File: config.mk
export PLATFORM = sky130hd
export DESIGN_NAME = sio_irq_unit
export DESIGN_NICKNAME = d
export VERILOG_FILES = /design/src/rtl/sio_irq_unit.sv
export SDC_FILE = /design/constraint.sdc
export NUM_CORES = 2
export LEC_CHECK = 0
export BUFFER_PORTS_ARGS = -buffer_cell sky130_fd_sc_hd__buf_2
export CAP_MARGIN = 25
export CORE_MARGIN = 2
export CORE_UTILIZATION = 45
export CTS_CLUSTER_DIAMETER = 120
export CTS_CLUSTER_SIZE = 28
export DETAILED_ROUTE_END_ITERATION = 10
export GPL_TIMING_DRIVEN = 1
export PLACE_DENSITY = 0.7
export SLEW_MARGIN = 20
export SYNTH_ARGS = -nofsm -noshare
export SYNTH_HDL_FRONTEND = slang
export SYNTH_SLANG_ARGS = --single-unit
File: constraint.sdc
create_clock -name clk -period 5.79 [get_ports clk]
set_input_delay 1.158 -clock clk [delete_from_list [all_inputs] [get_ports clk]]
set_output_delay 1.158 -clock clk [all_outputs]
set_load 0.02 [all_outputs]
File: src/rtl/sio_irq_unit.sv
module sio_irq_unit #(
  parameter int NBITS  = 4,
  parameter int NPORTS = 32
) (
  input  logic                      clk,
  input  logic                      rst_n,
  input  logic                      reg_we,
  input  logic [6:0]                reg_addr,
  input  logic [31:0]               reg_wdata,
  output logic [31:0]               reg_rdata,
  input  logic                      cap_stb,
  input  logic [NBITS*NPORTS-1:0]   cap_data,
  output logic                      irq
);
  localparam int CFG_A  = 'h04;
  localparam int POL_A  = 'h2A;
  localparam int TRG_A  = 'h32;
  localparam int TRG_HI = 4;
  localparam int ACK_A  = 'h3A;
  localparam int ENA_A  = 'h3E;
  localparam int IDN_A  = 'h42;
  localparam int BW     = (NBITS > 1) ? $clog2(NBITS) : 1;

  logic [NPORTS-1:0] pol [NBITS];
  logic [NPORTS-1:0] tlo [NBITS];
  logic [NPORTS-1:0] thi [NBITS];
  logic [NPORTS-1:0] ena [NBITS];
  logic [NPORTS-1:0] pend [NBITS];
  logic [NPORTS-1:0] prev [NBITS];
  logic [NPORTS-1:0] ev [NBITS];
  logic [NPORTS-1:0] ackm [NBITS];
  logic [NPORTS-1:0] idn [NBITS];
  logic              mie;
  logic [NBITS*NPORTS-1:0] pend_flat, idn_flat;

  for (genvar b = 0; b < NBITS; b++) begin : g_bit
    logic [NPORTS-1:0] s, lvl, chg, fal, ris;
    assign s   = cap_data[b*NPORTS +: NPORTS];
    assign lvl = s ^ pol[b];
    assign chg = s ^ prev[b];
    assign fal = prev[b] & ~s;
    assign ris = ~prev[b] & s;
    assign ev[b] = {NPORTS{cap_stb}} &
                   ((~thi[b] & ~tlo[b] & lvl) | (~thi[b] & tlo[b] & chg) |
                    ( thi[b] & ~tlo[b] & fal) | ( thi[b] & tlo[b] & ris));
    assign ackm[b] = (reg_we && reg_addr == 7'(ACK_A + b)) ? reg_wdata[NPORTS-1:0] : '0;
    assign idn[b]  = pend[b] & ena[b];
    assign pend_flat[b*NPORTS +: NPORTS] = pend[b];
    assign idn_flat[b*NPORTS +: NPORTS]  = idn[b];
  end

  assign irq = mie & (|idn_flat);

  always_ff @(posedge clk) begin
    if (!rst_n) begin
      mie <= 1'b0;
      for (int b = 0; b < NBITS; b++) begin
        pol[b] <= '0; tlo[b] <= '0; thi[b] <= '0;
        ena[b] <= '0; pend[b] <= '0; prev[b] <= '0;
      end
    end else begin
      if (reg_we && reg_addr == 7'(CFG_A)) mie <= reg_wdata[0];
      for (int b = 0; b < NBITS; b++) begin
        if (reg_we && reg_addr == 7'(POL_A + b))          pol[b] <= reg_wdata[NPORTS-1:0];
        if (reg_we && reg_addr == 7'(TRG_A + b))          tlo[b] <= reg_wdata[NPORTS-1:0];
        if (reg_we && reg_addr == 7'(TRG_A + TRG_HI + b)) thi[b] <= reg_wdata[NPORTS-1:0];
        if (reg_we && reg_addr == 7'(ENA_A + b))          ena[b] <= reg_wdata[NPORTS-1:0];
        pend[b] <= ev[b] | (pend[b] & ~ackm[b]);
        if (cap_stb) prev[b] <= cap_data[b*NPORTS +: NPORTS];
      end
    end
  end

  always_comb begin
    reg_rdata = '0;
    if (reg_addr == 7'(CFG_A)) reg_rdata[0] = mie;
    for (int b = 0; b < NBITS; b++) begin
      if (reg_addr == 7'(POL_A + b))          reg_rdata[NPORTS-1:0] = pol[b];
      if (reg_addr == 7'(TRG_A + b))          reg_rdata[NPORTS-1:0] = tlo[b];
      if (reg_addr == 7'(TRG_A + TRG_HI + b)) reg_rdata[NPORTS-1:0] = thi[b];
      if (reg_addr == 7'(ENA_A + b))          reg_rdata[NPORTS-1:0] = ena[b];
      if (reg_addr == 7'(IDN_A + b))          reg_rdata[NPORTS-1:0] = idn[b];
    end
  end

  logic          ack_hit;
  logic [6:0]    ack_off;
  logic [BW-1:0] ack_idx;
  assign ack_off = reg_addr - 7'(ACK_A);
  assign ack_idx = ack_off[BW-1:0];
  assign ack_hit = reg_we && (reg_addr >= 7'(ACK_A)) && (reg_addr < 7'(ACK_A + NBITS));

  p_cfg_write_r2: assert property (@(posedge clk) disable iff (!rst_n)
    (reg_we && reg_addr == 7'(CFG_A)) |=> (mie == $past(reg_wdata[0])));
  p_no_set_idle_r6: assert property (@(posedge clk) disable iff (!rst_n)
    !cap_stb |=> ((pend_flat & ~$past(pend_flat)) == '0));
  p_ack_clears_r7: assert property (@(posedge clk) disable iff (!rst_n)
    (ack_hit && !cap_stb) |=> ((pend[$past(ack_idx)] & $past(reg_wdata[NPORTS-1:0])) == '0));
  p_hold_quiet_r8: assert property (@(posedge clk) disable iff (!rst_n)
    (!cap_stb && !ack_hit) |=> $stable(pend_flat));
  p_irq_source_r10: assert property (@(posedge clk) disable iff (!rst_n)
    irq |-> (|pend_flat));
endmodule

==> flow_metrics.tcl <==
set metrics [dict create \
    status "completed" \
    yosysUniqueCellTypes 74 \
    drt_iter0_drc 6031 \
    max-clock-path-buffers 3 \
    tightest_slew_ns 1.17 \
    path_cells "buf_2 -> buf_4 -> nor2_1 -> a22oi_1 -> nor2_1 -> buf_4 -> a222oi_1 -> o211ai_1 -> a21oi_2 -> buf_4 -> o21ai_0 -> buf_4 -> buf_2" \
    grt.met1_usage 0.528 \
    vias_per_cell 6.20 \
    synth-adder-area-share 0.0727 \
    cts_tree "done" \
    maxSlewHeadroom 0.223 \
    fp.dieH_um 317 \
    finalWorstSetupSlack_ns 0.128 \
    start_kind "primary input" \
    synth_xor_area_frac 0.0254 \
    rsz0062_at_grt "no" \
    cpMostUsedCell "buf_4" \
    worstHoldPathCells 2 \
    fill_cells 8822 \
    hold_start "mie$_SDFFE_PN0P_" \
    synth-seq-cells 769 \
    drc 0 \
    dp_slack_ns -0.0172 \
    wl_per_cell_um 31.9 \
    gr-total-overflow 0 \
    min_path_type "flop to flop" \
    clkSinkCount 769 \
    place.gp.congestion 1.04 \
    syn_area_um2 44100 \
    fmax_mhz 177 \
    cts.htree.levels 2 \
    synth_mux_area_frac 0.0125 \
    final_min_period_over_clock_period 0.978 \
    grt_use_total 0.373 \
    fin_crit_ns 5.66 \
    whs_ns 0.566 \
    clk_latency_ns 0.65 \
    rr_worst_depth 5 \
    crit_type "primary input to primary output" \
    ant_nets 0 \
    setup_viol 0 \
    core_area_um2 96900 \
    grt_use_met2 0.532 \
    firstDrtPassIters 10 \
    regToRegEndpoint "pend[0][95]$_SDFF_PN0_" \
    antenna_found_initial 27 \
    r2r-start "prev[2][31]$_SDFFCE_PN0P_" \
    powerDensity_nw_per_um2 237 \
    crit_fanout 21 \
    die_area_um2 100000 \
    crit_arrival_ns 4.50 \
    whs_endpoint "mie$_SDFFE_PN0P_" \
    cp.required_ns 4.63 \
    grt_max_degree 121 \
    dpl.hpwl_mm 139 \
    die_x_um 317 \
    rrSetupSlack_ns 4.21 \
    hold_viol 0 \
    maxCapViolations 0 \
    vias 36953 \
    drive_gt1_frac 0.109 \
    synth_top_flop_cell "edfxtp_1" \
    fin_skew_ns 0.0239 \
    rows 114 \
    syn_inst 4494 \
    synth_edf_count 640 \
    portBuffers 203 \
    grt_pass1_wl_mm 261 \
    cpPeakStageDelay_ns 0.75 \
    ctsRootBufferMaster "clkbuf_16" \
    yosys.area_share.simple 0.192 \
    start_util 0.455 \
    p_leak_nw 19.1 \
    grt_busiest_layer "met2" \
    ys_seq_area_frac 0.494 \
    ir_drop_uv 192 \
    synth_top_family_by_area "simple AND/OR/NAND/NOR gates" \
    crit_slowest_cell "a222oi_1" \
    met3_usage 0.0884 \
    grt_pass1_vias 33747 \
    yosys_warnings 0 \
    nets 5070 \
    final_max_slew_viol_count 0 \
    finalWirelength_mm 190 \
    ys_async_sr_fraction 0 \
    synth_compound_gate_area_share 0.155 \
    io_pins 204 \
    numCtsBuffers 35 \
    synth_nets 4921 \
    end_kind "primary output" \
    clk_pin_slew_ns 0.11 \
    area_growth_syn_to_layout_pct 9.94 \
    syn_avg_cell_area_um2 9.81 \
    cts_setup_buffers 0 \
]
==> report_power, final <==
| part | internal (mW) | total [mW] | switching [mW] |
|---|---|---|---|
| clock network | 1.19 | 3.11 | 1.92 |
| registers | 6.33 | 6.79 | 0.461 |
| logic | 0.555 | 1.58 | 1.02 |
| total | 8.08 | 11.5 | 3.40 |
==> layout by cell type (no fill, tap or decap), types with 134 or more instances in the layout <==
| master | instances |
|---|---|
| a21oi_1 | 218 |
| a22oi_1 | 186 |
| and2_1 | 519 |
| and3_1 | 134 |
| buf_2 | 201 |
| buf_4 | 180 |
| edfxtp_1 | 640 |
| ha_1 | 256 |
| inv_1 | 260 |
| nand2_1 | 518 |
| nor2_1 | 201 |
| nor2b_1 | 139 |
| o21ai_0 | 416 |
==> cell families (layout without fill, tap and decap cells) <==
family                   count (synthesis)  in the layout
buffers and inverters                  543            718
adder cells (fa/ha/maj)                256            256
XOR/XNOR                               128            128
multiplexers                            50             50
flip-flops                             769            769
AO/OA/AOI/OAI                         1102           1102
other                                    0             11
AND/OR/NAND/NOR                       1646           1646
==> worst max-delay path: cells and delay by family <==
family	cells	cell delay, ns
buffers and inverters	6	1.29
AO/OA/AOI/OAI	5	1.87
AND/OR/NAND/NOR	2	0.17
==> cell type report <==
class	count	area, µm²	share of cell area
Inverter	261	980	0.0202
Timing Repair Buffer	394	2620	0.0541
Clock inverter	9	109	0.00225
Tap cell	1276	1600	0.0329
Multi-Input combinational cell	3182	20400	0.421
Clock buffer	54	947	0.0195
Antenna cell	11	27.5	0.000568
Sequential cell	769	21800	0.450
==> routing by layer <==
layer | vias to the layer above | wire length (µm)
met5 | - | 80
met4 | 12 | 11400
met3 | 354 | 23400
met2 | 2295 | 78600
met1 | 18158 | 76700
li1 | 16134 | -
==> per-stage QoR <==
| step | cell area [µm²] | power (mW) | instances | utilization | TNS (ns) |
|---|---|---|---|---|---|
| floorplan | 44100 | 7.55 | 4494 | - | 0 |
| global placement | 47300 | 8.38 | 5880 | 0.489 | -0.0364 |
| detailed placement | 47400 | 8.43 | 5882 | 0.489 | -0.0172 |
| CTS | 48400 | 11.4 | 5945 | 0.500 | 0 |
| global route | 48400 | 11.8 | 5947 | 0.500 | 0 |
| finish | 48500 | 11.5 | 5956 | 0.500 | 0 |
==> synth_stat cells, types with 34 or more instances <==
| cell | count | area share |
|---|---|---|
| and2_1 | 519 | 0.074 |
| clkbuf_1 | 245 | 0.021 |
| edfxtp_1 | 640 | 0.44 |
| a22oi_1 | 186 | 0.032 |
| nor2b_1 | 139 | 0.020 |
| nor2_1 | 204 | 0.017 |
| o22ai_1 | 34 | 0.0048 |
| xnor2_1 | 127 | 0.025 |
| inv_1 | 261 | 0.022 |
| nand3_1 | 55 | 0.0062 |
| o21ai_0 | 430 | 0.049 |
| dfxtp_1 | 129 | 0.059 |
| nand2_1 | 518 | 0.044 |
| and3_1 | 134 | 0.019 |
| a21oi_1 | 219 | 0.025 |
| ha_1 | 256 | 0.073 |
==> worst max path at each step <==
stage | startpoint | end | slack [ns] | depth (start not counted)
floorplan | reg_addr[4] | ena[3][0]$_SDFFCE_PN0P_ | 0.53 | 7
global placement | reg_addr[6] | reg_rdata[1] | -0.04 | 12
detailed placement | reg_addr[6] | reg_rdata[1] | -0.02 | 12
CTS | reg_addr[6] | reg_rdata[1] | 0.11 | 12
global route | reg_addr[6] | reg_rdata[1] | 0.02 | 12
finish | reg_addr[3] | reg_rdata[1] | 0.13 | 13
==> registers in the layout, indices dropped and copies added, names as in the netlist <==
| signal | count |
|---|---|
| ena | 128 |
| pend | 128 |
| pol | 128 |
| prev | 128 |
| thi | 128 |
| tlo | 128 |
| mie | 1 |
==> repair_timing <==
action,4_1_cts,5_1_grt
hold buffers,0,0
gates resized for setup,1,0
pin swaps,1,2
endpoints found under the setup margin,1,1
No activity file was read; power rests on OpenSTA's default activity.
